File: src/rtl/chop_pkg.sv
package chop_pkg;

    // Request for one half-bridge leg
    typedef enum logic [1:0] {
        LEG_FLOAT = 2'd0,
        LEG_HI    = 2'd1,
        LEG_LO    = 2'd2
    } leg_cmd_e;

    typedef enum logic {
        PH_ON  = 1'b0,
        PH_OFF = 1'b1
    } phase_e;

    localparam int NUM_LEGS = 2;

endpackage

File: src/rtl/chop_offtimer.sv
module chop_offtimer
    import chop_pkg::*;
#(
    parameter int OFF_W       = 16,
    parameter int OFF_DEFAULT = 3000,
    parameter int BLANK_CYC   = 100
) (
    input  logic             clk,
    input  logic             rst_n,
    input  logic             cmp_trip,
    input  logic             decay_mixed,
    input  logic             polarity,
    input  logic             off_sel,
    input  logic [OFF_W-1:0] off_prog,
    output phase_e           phase,
    output logic             fast_on,
    output logic             pol_hold
);

    localparam int BLANK_W = $clog2(BLANK_CYC + 2);

    typedef struct packed {
        phase_e             phase;
        logic [OFF_W-1:0]   off_cnt;
        logic [OFF_W-1:0]   fast_cnt;
        logic [BLANK_W-1:0] blank_cnt;
        logic               pol;
    } tim_s;

    tim_s s_d, s_q;
    logic [OFF_W-1:0] off_len;
    logic [OFF_W-1:0] fast_len;

    always_comb begin
        off_len = off_sel ? off_prog : OFF_W'(OFF_DEFAULT);
        if (off_len == '0) begin
            off_len = OFF_W'(1);
        end
        fast_len = OFF_W'(({3'b000, off_len} * (OFF_W + 3)'(5)) >> 4);

        s_d = s_q;
        case (s_q.phase)
            PH_ON: begin
                if (s_q.blank_cnt != '0) begin
                    s_d.blank_cnt = s_q.blank_cnt - 1'b1;
                end else if (cmp_trip) begin
                    s_d.phase    = PH_OFF;
                    s_d.off_cnt  = off_len - 1'b1;
                    s_d.fast_cnt = decay_mixed ? fast_len : '0;
                    s_d.pol      = polarity;
                end
            end
            default: begin
                if (s_q.fast_cnt != '0) begin
                    s_d.fast_cnt = s_q.fast_cnt - 1'b1;
                end
                if (s_q.off_cnt == '0) begin
                    s_d.phase     = PH_ON;
                    s_d.fast_cnt  = '0;
                    s_d.blank_cnt = BLANK_W'(BLANK_CYC);
                end else begin
                    s_d.off_cnt = s_q.off_cnt - 1'b1;
                end
            end
        endcase
    end

    always_ff @(posedge clk) begin
        if (!rst_n) begin
            s_q.phase     <= PH_ON;
            s_q.off_cnt   <= '0;
            s_q.fast_cnt  <= '0;
            s_q.blank_cnt <= BLANK_W'(BLANK_CYC);
            s_q.pol       <= 1'b0;
        end else begin
            s_q <= s_d;
        end
    end

    assign phase    = s_q.phase;
    assign fast_on  = (s_q.phase == PH_OFF) && (s_q.fast_cnt != '0);
    assign pol_hold = s_q.pol;


    blank_hold_chk: assert property (@(posedge clk) disable iff (!rst_n)
        (s_q.phase == PH_ON && s_q.blank_cnt != '0) |=> (s_q.phase == PH_ON));


    off_hold_chk: assert property (@(posedge clk) disable iff (!rst_n)
        (s_q.phase == PH_OFF && s_q.off_cnt != '0) |=> (s_q.phase == PH_OFF));


    off_end_chk: assert property (@(posedge clk) disable iff (!rst_n)
        (s_q.phase == PH_OFF && s_q.off_cnt == '0) |=> (s_q.phase == PH_ON));


    fast_inside_chk: assert property (@(posedge clk) disable iff (!rst_n)
        $fell(fast_on) |-> (s_q.phase == PH_OFF || $past(s_q.off_cnt) == '0));

endmodule

File: src/rtl/chop_steer.sv
module chop_steer
    import chop_pkg::*;
(
    input  phase_e   phase,
    input  logic     fast_on,
    input  logic     pol_hold,
    input  logic     polarity,
    input  logic     zero_cross,
    input  logic     out_disable,
    output leg_cmd_e cmd_a,
    output leg_cmd_e cmd_b
);

    always_comb begin
        cmd_a = LEG_FLOAT;
        cmd_b = LEG_FLOAT;
        if (out_disable) begin
            cmd_a = LEG_FLOAT;
            cmd_b = LEG_FLOAT;
        end else if (phase == PH_ON) begin
            cmd_a = polarity ? LEG_HI : LEG_LO;
            cmd_b = polarity ? LEG_LO : LEG_HI;
        end else if (zero_cross) begin
            cmd_a = LEG_FLOAT;
            cmd_b = LEG_FLOAT;
        end else if (fast_on) begin
            cmd_a = pol_hold ? LEG_LO : LEG_HI;
            cmd_b = pol_hold ? LEG_HI : LEG_LO;
        end else begin
            cmd_a = LEG_LO;
            cmd_b = LEG_LO;
        end
    end

endmodule

File: src/rtl/chop_leg.sv
module chop_leg
    import chop_pkg::*;
#(
    parameter int DEAD_CYC = 48
) (
    input  logic     clk,
    input  logic     rst_n,
    input  leg_cmd_e cmd,
    output logic     hi,
    output logic     lo
);

    localparam int DEAD_W = $clog2(DEAD_CYC + 2);

    typedef struct packed {
        logic              hi;
        logic              lo;
        logic [DEAD_W-1:0] dcnt;
    } leg_s;

    leg_s s_d, s_q;
    logic want_hi, want_lo;

    always_comb begin
        want_hi = (cmd == LEG_HI);
        want_lo = (cmd == LEG_LO);
        s_d.hi  = want_hi && (s_q.hi || (s_q.dcnt == '0 && !s_q.lo));
        s_d.lo  = want_lo && (s_q.lo || (s_q.dcnt == '0 && !s_q.hi));
        if ((s_q.hi && !s_d.hi) || (s_q.lo && !s_d.lo)) begin
            s_d.dcnt = DEAD_W'(DEAD_CYC - 1);
        end else if (s_q.dcnt != '0) begin
            s_d.dcnt = s_q.dcnt - 1'b1;
        end else begin
            s_d.dcnt = '0;
        end
    end

    always_ff @(posedge clk) begin
        if (!rst_n) begin
            s_q <= '0;
        end else begin
            s_q <= s_d;
        end
    end

    assign hi = s_q.hi;
    assign lo = s_q.lo;

    initial begin

        dead_param_chk: assert (DEAD_CYC >= 1);
    end


    no_shoot_chk: assert property (@(posedge clk) disable iff (!rst_n)
        !(s_q.hi && s_q.lo));


    dead_gap_chk: assert property (@(posedge clk) disable iff (!rst_n)
        ($rose(s_q.lo) |-> !$past(s_q.hi)) and ($rose(s_q.hi) |-> !$past(s_q.lo)));

endmodule

File: src/rtl/chop_ctrl.sv
module chop_ctrl
    import chop_pkg::*;
#(
    parameter int OFF_W       = 16,
    parameter int OFF_DEFAULT = 3000,
    parameter int BLANK_CYC   = 100,
    parameter int DEAD_CYC    = 48
) (
    input  logic             clk,
    input  logic             rst_n,
    input  logic             cmp_trip,
    input  logic             decay_mixed,
    input  logic             polarity,
    input  logic             zero_cross,
    input  logic             out_disable,
    input  logic             off_sel,
    input  logic [OFF_W-1:0] off_prog,
    output logic             gate_a_hi,
    output logic             gate_a_lo,
    output logic             gate_b_hi,
    output logic             gate_b_lo
);

    phase_e   phase;
    logic     fast_on;
    logic     pol_hold;
    leg_cmd_e cmd_a, cmd_b;
    leg_cmd_e leg_cmd [NUM_LEGS];
    logic     leg_hi  [NUM_LEGS];
    logic     leg_lo  [NUM_LEGS];

    chop_offtimer #(
        .OFF_W      (OFF_W),
        .OFF_DEFAULT(OFF_DEFAULT),
        .BLANK_CYC  (BLANK_CYC)
    ) i_offtimer (
        .clk        (clk),
        .rst_n      (rst_n),
        .cmp_trip   (cmp_trip),
        .decay_mixed(decay_mixed),
        .polarity   (polarity),
        .off_sel    (off_sel),
        .off_prog   (off_prog),
        .phase      (phase),
        .fast_on    (fast_on),
        .pol_hold   (pol_hold)
    );

    chop_steer i_steer (
        .phase      (phase),
        .fast_on    (fast_on),
        .pol_hold   (pol_hold),
        .polarity   (polarity),
        .zero_cross (zero_cross),
        .out_disable(out_disable),
        .cmd_a      (cmd_a),
        .cmd_b      (cmd_b)
    );

    assign leg_cmd[0] = cmd_a;
    assign leg_cmd[1] = cmd_b;

    for (genvar g = 0; g < NUM_LEGS; g++) begin : g_leg
        chop_leg #(
            .DEAD_CYC(DEAD_CYC)
        ) i_leg (
            .clk  (clk),
            .rst_n(rst_n),
            .cmd  (leg_cmd[g]),
            .hi   (leg_hi[g]),
            .lo   (leg_lo[g])
        );
    end

    assign gate_a_hi = leg_hi[0];
    assign gate_a_lo = leg_lo[0];
    assign gate_b_hi = leg_hi[1];
    assign gate_b_lo = leg_lo[1];


    disable_off_chk: assert property (@(posedge clk) disable iff (!rst_n)
        out_disable |=> !(gate_a_hi || gate_a_lo || gate_b_hi || gate_b_lo));


    zero_off_chk: assert property (@(posedge clk) disable iff (!rst_n)
        (phase == PH_OFF && zero_cross) |=> !(gate_a_hi || gate_a_lo || gate_b_hi || gate_b_lo));


    slow_no_hi_chk: assert property (@(posedge clk) disable iff (!rst_n)
        (phase == PH_OFF && !fast_on) |=> !(gate_a_hi || gate_b_hi) || $past(phase) == PH_ON || $past(fast_on));

endmodule

File: config.mk
export PLATFORM = sky130hd
export DESIGN_NAME = chop_ctrl
export DESIGN_NICKNAME = d
export VERILOG_FILES = /design/src/rtl/chop_pkg.sv /design/src/rtl/chop_offtimer.sv /design/src/rtl/chop_steer.sv /design/src/rtl/chop_leg.sv /design/src/rtl/chop_ctrl.sv
export SDC_FILE = /design/constraint.sdc
export NUM_CORES = 1
export LEC_CHECK = 0
export BUFFER_PORTS_ARGS = -buffer_cell sky130_fd_sc_hd__buf_2
export CAP_MARGIN = 20
export CELL_PAD_IN_SITES_DETAIL_PLACEMENT = 1
export CELL_PAD_IN_SITES_GLOBAL_PLACEMENT = 1
export CORE_ASPECT_RATIO = 1.1
export CORE_MARGIN = 5
export CORE_UTILIZATION = 50
export DETAILED_ROUTE_END_ITERATION = 7
export GPL_TIMING_DRIVEN = 0
export PLACE_DENSITY_LB_ADDON = 0.1
export REMOVE_ABC_BUFFERS = 1
export SLEW_MARGIN = 20
export SYNTH_ARGS = -nofsm -noshare
export SYNTH_HDL_FRONTEND = slang
export SYNTH_SLANG_ARGS = --single-unit
File: constraint.sdc
create_clock -name clk -period 6.7 [get_ports clk]
set_clock_uncertainty 0.15 [all_clocks]
set_input_delay 1.005 -clock clk [delete_from_list [all_inputs] [get_ports clk]]
set_output_delay 1.005 -clock clk [all_outputs]
set_load 0.05 [all_outputs]
Word-level counts from Yosys, hierarchy flattened:

Index checks and enable logic that the tools add are counted.

* add/sub/neg operators: 6
* $mul: 1
* equal/unequal tests: 8
* mux-type cells: 27
* bitwise operators: 5
* reduce and logical (&&, ||, !) cells: 43

Operators by type and width (number)
* $mux W33: 2
* $mux W16: 4
* $sub A16 B1 Y16 const B: 3
* $mux W40: 1
* $logic_not A16 Y1: 2
* $mux W2: 12
* $mux W6: 4
* $mux W23: 1
* $mul A16 B3 Y19 const B: 1
* $reduce_bool A16 Y1: 1
* $mux W15: 1
* $logic_and A1 B1 Y1: 13
* $logic_not A6 Y1: 2
* $reduce_bool A6 Y1: 2
* $sub A6 B1 Y6 const B: 2
* $reduce_and A3 Y1: 3
* $logic_not A1 Y1: 8
* $mux W7: 1
* $reduce_bool A7 Y1: 1
* $sub A7 B1 Y7 const B: 1
* $logic_or A1 B1 Y1: 6
* $reduce_or A3 Y1: 2
* $not A1 Y1: 5
* $eq A2 B1 Y1 const B: 2
* 7 further kinds: 10

* register bits: 57
* input bits: 24

Depth between registers and ports, before layout:

Gate-level depths: netlist of the first run.

* depth after elaboration: 12
* depth in mapped cells: 14
* gate-level depth less buffers: 12

Cells and area by module:

Synthesis of the first run repeated with hierarchy kept, for this count alone.

* cell total of the unflattened synthesis: 608
* area, all modules: 4556.9 µm²

Modules (own cells, without submodules)
* chop_offtimer: instances 1, cells an instance 509, area each 3697.3 µm²
* chop_leg: instances 2, cells an instance 43, area each 395.4 µm²
* chop_steer: instances 1, cells an instance 13, area each 68.8 µm²

Worst setup path before layout of the first run:

No wires, ideal clock.

* kind: input to register
* start point: input off_sel
* end point: register i_offtimer.s_q[15] (netlist name)
* library setup time: 120 ps
* data arrival time: 4008 ps
* path slack: 2422 ps
* cell stages on the path: 14
* buffers on the path: 3
* cell sequence: clkbuf_1 -> clkbuf_1 -> buf_1 -> nand2_1 -> inv_1 -> ha_1 -> nor3b_1 -> fa_1 -> a21o_1 -> a221oi_1 -> o21ai_0 -> xnor2_1 -> nor2_1 -> o31a_1

* longest elaborated chain between the ends: 8

RTL lines
* from (decl): line chop_ctrl.sv:16 `input logic off_sel,`
* $mux W16 *: line chop_offtimer.sv:35 `off_len = off_sel ? off_prog : OFF_W'(OFF_DEFAULT);`
* $logic_not A16 Y1: line chop_offtimer.sv:36 `if (off_len == '0) begin`
* $mux W16 *: line chop_offtimer.sv:36
* $mul A16 B3 Y19 *: line chop_offtimer.sv:39 `fast_len = OFF_W'(({3'b000, off_len} * (OFF_W + 3)'(5)) >> 4);`
* $mux W15 *: line chop_offtimer.sv:49 `s_d.fast_cnt = decay_mixed ? fast_len : '0;`
* $mux W33 *: line chop_offtimer.sv:46 `end else if (cmp_trip) begin`
* $mux W33 *: line chop_offtimer.sv:44 `if (s_q.blank_cnt != '0) begin`
* $mux W40 *: line chop_offtimer.sv:42 `case (s_q.phase)`
* to (decl): line chop_offtimer.sv:30 `tim_s s_d, s_q;`

Mark *: on every way between the ends. The rest lies on a longest branch, timed or not. The select of a mux whose other input is x is not followed.
A chain may end at the register's enable or synchronous reset.

Worst setup path after layout of the first run:

* start point: input off_sel
* end point: register i_offtimer.s_q[21] (netlist name)

Same word-level chain as after synthesis.

==> summary.md, run 1 <==
| Metric | Value |
|---|---|
| Status | completed |
| Initial Utilization | about half |
| Max Slew Vio Count | 0 |
| Vias | ~4600 |
| Synth Area per Inst | around 7.6 µm² |
| Combinational power share | between 30% and 40% |
| Hold Path Class | flip-flop to flip-flop |
| Area occupied by multi-input gates | between 3000 and 4000 µm² |
| Syn Inst Count | between 600 and 700 |
| Worst reg2reg startpoint | i_offtimer.phase |
| DR vias/cell | about 6.2 |
| Hold buffer count at cts | 0 |
| P_sw | 0.394 mW |
| Hold endpoint | i_offtimer.s_q[22] |
| Switching share of power | between 30% and 40% |
| Hold_sp | i_offtimer.s_q[22] |
| Final cell count without fillers | about 740 |
| Hold Path Cell Cnt | 2 |
| Routability cong. | a little under 0.9 |
| Yosys warns | 0 |
| DP HPWL | between 10 and 15 mm |
| Leak pwr | between 1.5 and 2 nW |
| Pwr/cell area | roughly 220 nW/µm² |
| Overall Global Routing Usage | around a quarter |
| Register area share after synthesis | between 20% and 30% |
| Top-count cell post-synth | nand2_1 |
| # setup viols final | 0 |
| Setup tns final | 0 ps |
| Startpoint Class | primary input |
| Synthesis-stage register bit count | 57 |
| Ys async rst share | 0% |
| Post-synth top area cell | dfxtp_1 |
| Hold Vio Cnt, Final | 0 |
| Clock Sinks | 57 |
| Area of the core | 9310 µm² |
| Drt first-iter violations | ~250 |
| Placed Instances | 728 |
| Worst-Margin Slew | around 1100 ps |
| Synth Cell Area | between 4000 and 5000 µm² |
| Layout cell share with drive strength beyond 1 | a little under an eighth |
| Ys flop type | dfxtp_1 |
| Gr ovfl total | 0 |
| Drt pass-1 iters | 4 |
| Die footprint | 11500 µm² |
| WL final | about 14 mm |
| Post-synth top area share | about a quarter |
| Die H | around 110 µm |
| Worst Setup SP | off_sel |
| Fmax | 0.209 GHz |
| WS Path Type | primary input to flip-flop |
| Data required, critical path | roughly 6700 ps |
| Number of I/O pins | 28 |
| Initial antenna violation count | 0 |
| Fillers | around 1200 |
| H-tree levels | 3 |
| Worst reg2reg endpoint | i_offtimer.s_q[8] |
| Capturing element type of the critical path | flip-flop |
| Number of remaining DRC errors | 0 |
| Tmin final | between 4000 and 5000 ps |
| Global-route wire length before repair | about 23 mm |
| Post-DR wirelength/cell | 18.6 µm |
| Worst-Skew Late Latency | roughly 350 ps |
| CTS resizes | 0 |
| R2R setup slack | between 3000 and 4000 ps |
| Final worst path period share | between 70 and 80% |
| Nets | ~670 |
| Syn-to-layout area delta | 7.28% |
| Post-synth EDFFs | 0 |
| Crit path max fanout | 42 |
| Reg clk slew, reported paths | roughly 70 ps |
| Max_cap viols | 0 |
| R2R cell count | 6 |
| Vias in the first global route | approximately 5000 |
| Commonest cells in the netlist | nand2_1, nor2_1, dfxtp_1 |
| Synth top area cells | dfxtp_1, ha_1, nand2_1 |
| Die width | 103 µm |
| Total CTS buffers | 9 |
| Diodes inserted | 0 |
| VDD IR max | about 0.00010 V |
| Clk root buf | clkbuf_8 |
| Post CTS Setup Buffer Count | 0 |
| Clock buffer depth | 2 |
| CTS tree | done |
| Critical Path AT | about 4800 ps |
| Rel. slew slack | 26.7% |
| Storage cell area | roughly 1100 µm² |
| Row Count | 37 |
| Clock Power Share | roughly a third |
| Final ANT Viol Nets | 0 |
| Largest net degree at the start of global routing | 43 |
| Distinct cell type count after synthesis | 79 |
| Sequential power share | between 30% and 40% |
| RSZ-0062 raised after global routing | no |
| IO Port Bufs | 27 |
| P_int | roughly 0.73 mW |
==> power groups by stage <==
| stage | logic, mW | registers (mW) | clock network [mW] |
|---|---|---|---|
| 3_5_place_dp | 0.354 | 0.414 | 0 |
| 6_report | 0.354 | 0.405 | 0.368 |
| 3_3_place_gp | 0.337 | 0.410 | 0 |
| 2_1_floorplan | 0.259 | 0.415 | 0 |
| 5_1_grt | 0.400 | 0.410 | 0.386 |
| 4_1_cts | 0.357 | 0.406 | 0.374 |
==> cell type report <==
type                            instances  share of cell area [%]
Clock buffer                            9                    2.45
Clock inverter                          7                    1.86
Inverter                               20                    1.49
Multi-Input combinational cell        506                    65.9
Sequential cell                        57                    22.6
Tap cell                              117                    2.90
Timing Repair Buffer                   28                    2.82
==> metal layers <==
layer | vias up | routed length (µm) | global-route usage [%]
met5 | - | 0 | 0
met4 | 0 | 177 | 6.56
met3 | 19 | 447 | 3.88
met2 | 76 | 6940 | 43.6
met1 | 2245 | 6260 | 31.3
li1 | 2275 | - | -
==> registers in the layout, indices dropped and copies added (netlist names) <==
signal / count
i_offtimer.s_q: 39
g_leg.i_leg.lo: 2
g_leg.i_leg.s_q: 12
i_offtimer.phase: 1
g_leg.i_leg.hi: 2
i_offtimer.pol_hold: 1
==> critical path, stage by stage <==
cell      delay [ps]
buf_2            500
nor4b_1          480
nand4_1          300
o21ai_0          340
inv_1            130
nor3b_1          300
fa_1             270
a21o_1           150
a221oi_1         170
or3b_2           530
o21ai_0          260
mux2i_1          290
a31oi_1          110
==> worst max path at each step <==
stage / to / cells after the start
after floorplan: i_offtimer.s_q[19] / 12
after global placement: i_offtimer.s_q[21] / 13
after detailed placement: i_offtimer.s_q[21] / 13
after CTS: i_offtimer.s_q[21] / 13
after global routing: i_offtimer.s_q[21] / 13
final: i_offtimer.s_q[21] / 13
==> logic make-up after synthesis <==
family / count (synthesis) / share of synthesized area, %
flops: 57 / 24.2
buf+inv: 55 / 5.07
fa+ha+maj: 25 / 6.80
mux: 4 / 0.850
compound gates: 177 / 26.2
xor+xnor: 44 / 8.18
simple gates: 256 / 28.7
==> cell usage in the layout, fill, tap and decap left out, types with 6 or more instances in the layout <==
cell      count
a31oi_1      12
o21ai_1       6
nand2b_1      8
o21a_1        6
dfxtp_1      57
and2_1       14
buf_2        27
clkbuf_8      9
a21o_1        8
o21ai_0      28
ha_1         24
nor2_1       58
inv_1        19
nor4_1        7
a21oi_1      45
and3_1       12
xor2_1       19
nor3_1       22
xnor2_1      25
o22ai_1      11
or2_2         6
nand3_1      13
nand2_1      67
a211oi_1      6
nand4_1       6
o31ai_1       9
==> per-stage QoR <==
| step | utilization, % | worst slack [ps] | hold WS, ps | area, µm² | power, mW |
|---|---|---|---|---|---|
| 3_5_place_dp | 52.0 | 1610 | 334 | 4840 | 0.767 |
| 2_1_floorplan | - | 2560 | 313 | 4550 | 0.674 |
| 6_report | 54.3 | 1910 | 342 | 5050 | 1.13 |
| 5_1_grt | 54.3 | 1450 | 384 | 5050 | 1.20 |
| 3_3_place_gp | 51.9 | 1680 | 324 | 4830 | 0.747 |
| 4_1_cts | 54.3 | 1950 | 344 | 5050 | 1.14 |
No activity file was read; power rests on OpenSTA's default activity.
==> inputs of run 2 (changes only) <==
--- a/config.mk
+++ b/config.mk
@@ -11,7 +11,7 @@
 export CELL_PAD_IN_SITES_GLOBAL_PLACEMENT = 1
 export CORE_ASPECT_RATIO = 1.1
 export CORE_MARGIN = 5
-export CORE_UTILIZATION = 50
+export CORE_UTILIZATION = 42
 export DETAILED_ROUTE_END_ITERATION = 7
 export GPL_TIMING_DRIVEN = 0
 export PLACE_DENSITY_LB_ADDON = 0.1
==> constraint.sdc (replaced) <==
create_clock -name clk -period 4 [get_ports clk]
set_clock_uncertainty 0.15 [all_clocks]
set_input_delay 0.6 -clock clk [delete_from_list [all_inputs] [get_ports clk]]
set_output_delay 0.6 -clock clk [all_outputs]
set_load 0.05 [all_outputs]
==> summary.md, run 2 (synthesis gave the netlist of run 1 again) <==
| Metric | Value |
|---|---|
| Initial antenna violation count | 0 (unchanged) |
| Biggest register | i_offtimer.s_q (unchanged) |
| Hold Path Cell Cnt | 2 (unchanged) |
| CP cell instances | buf_2 -> or4_4 -> or2_2 -> o21ai_1 -> inv_1 -> nor3b_2 -> fa_1 -> a21o_1 -> a221oi_2 -> or3b_2 -> a21oi_1 -> mux2i_1 -> o31a_1 (was buf_2 -> nor4b_1 -> nand4_1 -> o21ai_0 -> inv_1 -> nor3b_1 -> fa_1 -> a21o_1 -> a221oi_1 -> or3b_2 -> o21ai_0 -> mux2i_1 -> a31oi_1) |
| Dpl cell area | 4870 µm² (was 4840 µm²) |
| Placed Instances | 758 (was 728) |
| Clock Sinks | 57 (unchanged) |
| Capturing element type of the critical path | flip-flop (unchanged) |
| Nets | 671 (unchanged) |
| Most frequent cells in the layout | nand2_1, nor2_1, dfxtp_1 (unchanged) |
| Clk root buf | clkbuf_16 (was clkbuf_8) |
| Post CTS Setup Buffer Count | 0 (unchanged) |
| Fin worst setup slack | 216 ps (was 1910 ps) |
| Number of I/O pins | 28 (unchanged) |
| Global-route wire length before repair | 23.0 mm (was 23.5 mm) |
| Row Count | 40 (was 37) |
| Hold buffer count at cts | 0 (unchanged) |
| Status | completed (unchanged) |
| Fin area | 5190 µm² (was 5050 µm²) |
| Vias | 4589 (was 4615) |
| Met3 wire len | 378 µm (was 447 µm) |
| Clock buffer depth | 2 (unchanged) |
| Most common cell after layout, fill and taps aside | nand2_1 (unchanged) |
| # setup viols final | 0 (unchanged) |
| Critical path's largest stage delay | 550 ps (was 530 ps) |
| Rel. slew slack | 37.1% (was 26.7%) |
| CTS tree | done (unchanged) |
| Overall Global Routing Usage | 20.7% (was 24.9%) |
| Area of the core | 11000 µm² (was 9310 µm²) |
| WS Path Type | primary input to flip-flop (unchanged) |
| Max_cap viols | 0 (unchanged) |
| Max reg flops | 39 (unchanged) |
| Reg clk slew, reported paths | 50 ps (was 70 ps) |
| Biggest regs | i_offtimer.s_q (39), g_leg.i_leg.s_q (12) (unchanged) |
| Buffers & Inverters on Critical Path | 2 (unchanged) |
| Pwr/cell area | 391 nW/µm² (was 223 nW/µm²) |
| Critical Path AT | 3850 ps (was 4830 ps) |
| Syn-to-layout area delta | 10.2% (was 7.28%) |
| Gr ovfl total | 0 (unchanged) |
| Largest delay contributor family on the critical path | simple AND/OR/NAND/NOR gates (unchanged) |
| Worst reg2reg endpoint | i_offtimer.s_q[10] (was i_offtimer.s_q[8]) |
| Routability cong. | 0.910 (was 0.888) |
| VDD IR max | 0.000173 V (was 0.000104 V) |
| Largest net degree at the start of global routing | 43 (unchanged) |
| Hold Vio Cnt, Final | 0 (unchanged) |
| Post-DR wirelength/cell | 17.9 µm (was 18.6 µm) |
| Leak pwr | 2.05 nW (was 2.00 nW) |
| Pre-CTS WS | -654 ps (was 1610 ps) |
| WL met1 | 6.46 mm (was 6.26 mm) |
| R2R setup slack | 1030 ps (was 3490 ps) |
| Die footprint | 13400 µm² (was 11500 µm²) |
| Initial Utilization | 43.0% (was 50.6%) |
| Die width | 111 µm (was 103 µm) |
| H-tree levels | 3 (unchanged) |
| Max Used Layer | met4 (unchanged) |
| Die H | 121 µm (was 112 µm) |
| Met2 WL | 6.88 mm (was 6.94 mm) |
| IO Port Bufs | 27 (unchanged) |
| Drt first-iter violations | 194 (was 246) |
| Drt pass-1 iters | 4 (unchanged) |
| Worst-Skew Late Latency | 330 ps (was 350 ps) |
| Final worst path period share | roughly 95% |
| Hold endpoint | i_offtimer.s_q[22] (unchanged) |
| Worst Setup SP | off_prog[2] (was off_sel) |
| Final cell count without fillers | 774 (was 744) |
| Number of remaining DRC errors | 0 (unchanged) |
| Layout cell share with drive strength beyond 1 | 12.4% (was 12.0%) |
| Worst reg2reg startpoint | i_offtimer.s_q[8] (was i_offtimer.phase) |
| RSZ-0062 raised after global routing | no (unchanged) |
| DP HPWL | 10.3 mm (was 10.1 mm) |
| Final ANT Viol Nets | 0 (unchanged) |
| Hold Path Class | flip-flop to flip-flop (unchanged) |
| WL final | 13.9 mm (was 13.8 mm) |
| Max Slew Vio Count | 0 (unchanged) |
| Data required, critical path | 4060 ps (was 6740 ps) |
| Startpoint Class | primary input (unchanged) |
| Worst-Margin Slew | 938 ps (was 1100 ps) |
| DR vias/cell | 5.93 (was 6.20) |
| Tmin final | ~3800 ps |
| Fmax | 0.264 GHz |
| Diodes inserted | 0 (unchanged) |
| Crit path max fanout | 8 (was 42) |
| Crit path max-delay cell type | or4_4 (was or3b_2) |
| Vias in the first global route | 4711 (was 4867) |
| Total CTS buffers | 9 (unchanged) |
| Final core utilization | 47.4% (was 54.3%) |
| Hold_sp | i_offtimer.s_q[22] (unchanged) |
| R2R cell count | 8 (was 6) |
## run 2: cell count changes in the layout (fill, tap and decap cells not counted), moves of 2 or more
cell        previous run  this run
o21ai_1                6         8
clkinvlp_4             2         0
clkinv_2               2         4
clkbuf_8               9         0
o21ai_0               28        26
clkbuf_16              0         9
## run 2: layer usage
| metal | vias up | GRT usage, % |
|---|---|---|
| met5 | - | 0 |
| met4 | 0 | 5.16 |
| met3 | 10 | 2.84 |
| met2 | 61 | 38.2 |
| met1 | 2230 | 25.2 |
| li1 | 2288 | - |
## run 2: tightest hold or removal path: cells and delay by family (launching register included)
kind,cells,cell delay [ps]
flip-flops,1,300
AO/OA/AOI/OAI,2,140
## run 2: worst max path at each step
stage | end | slack (ps) | depth (start not counted)
2_1_floorplan | i_offtimer.s_q[19] | 270 | 12
4_1_cts | i_offtimer.s_q[21] | 50 | 13
3_5_place_dp | i_offtimer.s_q[21] | -650 | 13
5_1_grt | i_offtimer.s_q[19] | 50 | 13
6_report | i_offtimer.s_q[19] | 220 | 13
3_3_place_gp | i_offtimer.s_q[21] | -610 | 13
## run 2: stage by stage
step | setup TNS [ps] | hold WS (ps) | power (mW)
detailed placement | -1710 | 335 | 1.29
global route | 0 | 368 | 2.16
global placement | -1480 | 329 | 1.26
floorplan | 0 | 313 | 1.13
finish | 0 | 343 | 2.03
CTS | 0 | 342 | 2.05
## run 2: where the power goes
| group | internal [mW] | total [mW] | leakage [nW] | switching (mW) |
|---|---|---|---|---|
| sequential | 0.631 | 0.681 | 0.464 | 0.0500 |
| clock | 0.478 | 0.752 | 0.146 | 0.274 |
| combinational | 0.250 | 0.598 | 1.44 | 0.348 |
| total | 1.36 | 2.03 | 2.05 | 0.672 |
## run 2: cell type report
| type | count | area (µm²) |
|---|---|---|
| multi-input combinational | 506 | 3360 |
| sequential | 57 | 1140 |
| inverter | 20 | 75.1 |
| clock buffer | 10 | 229 |
| clock inverter | 6 | 58.8 |
| tap | 147 | 184 |
| fill | 1373 | 5770 |
| timing repair buffer | 28 | 145 |
## run 2: timing repair
action,in CTS,in global routing
endpoints found under the setup margin,2,2
gates resized for setup,3,4
pin swaps,0,0
gates cloned,0,0
hold endpoints to repair,0,0
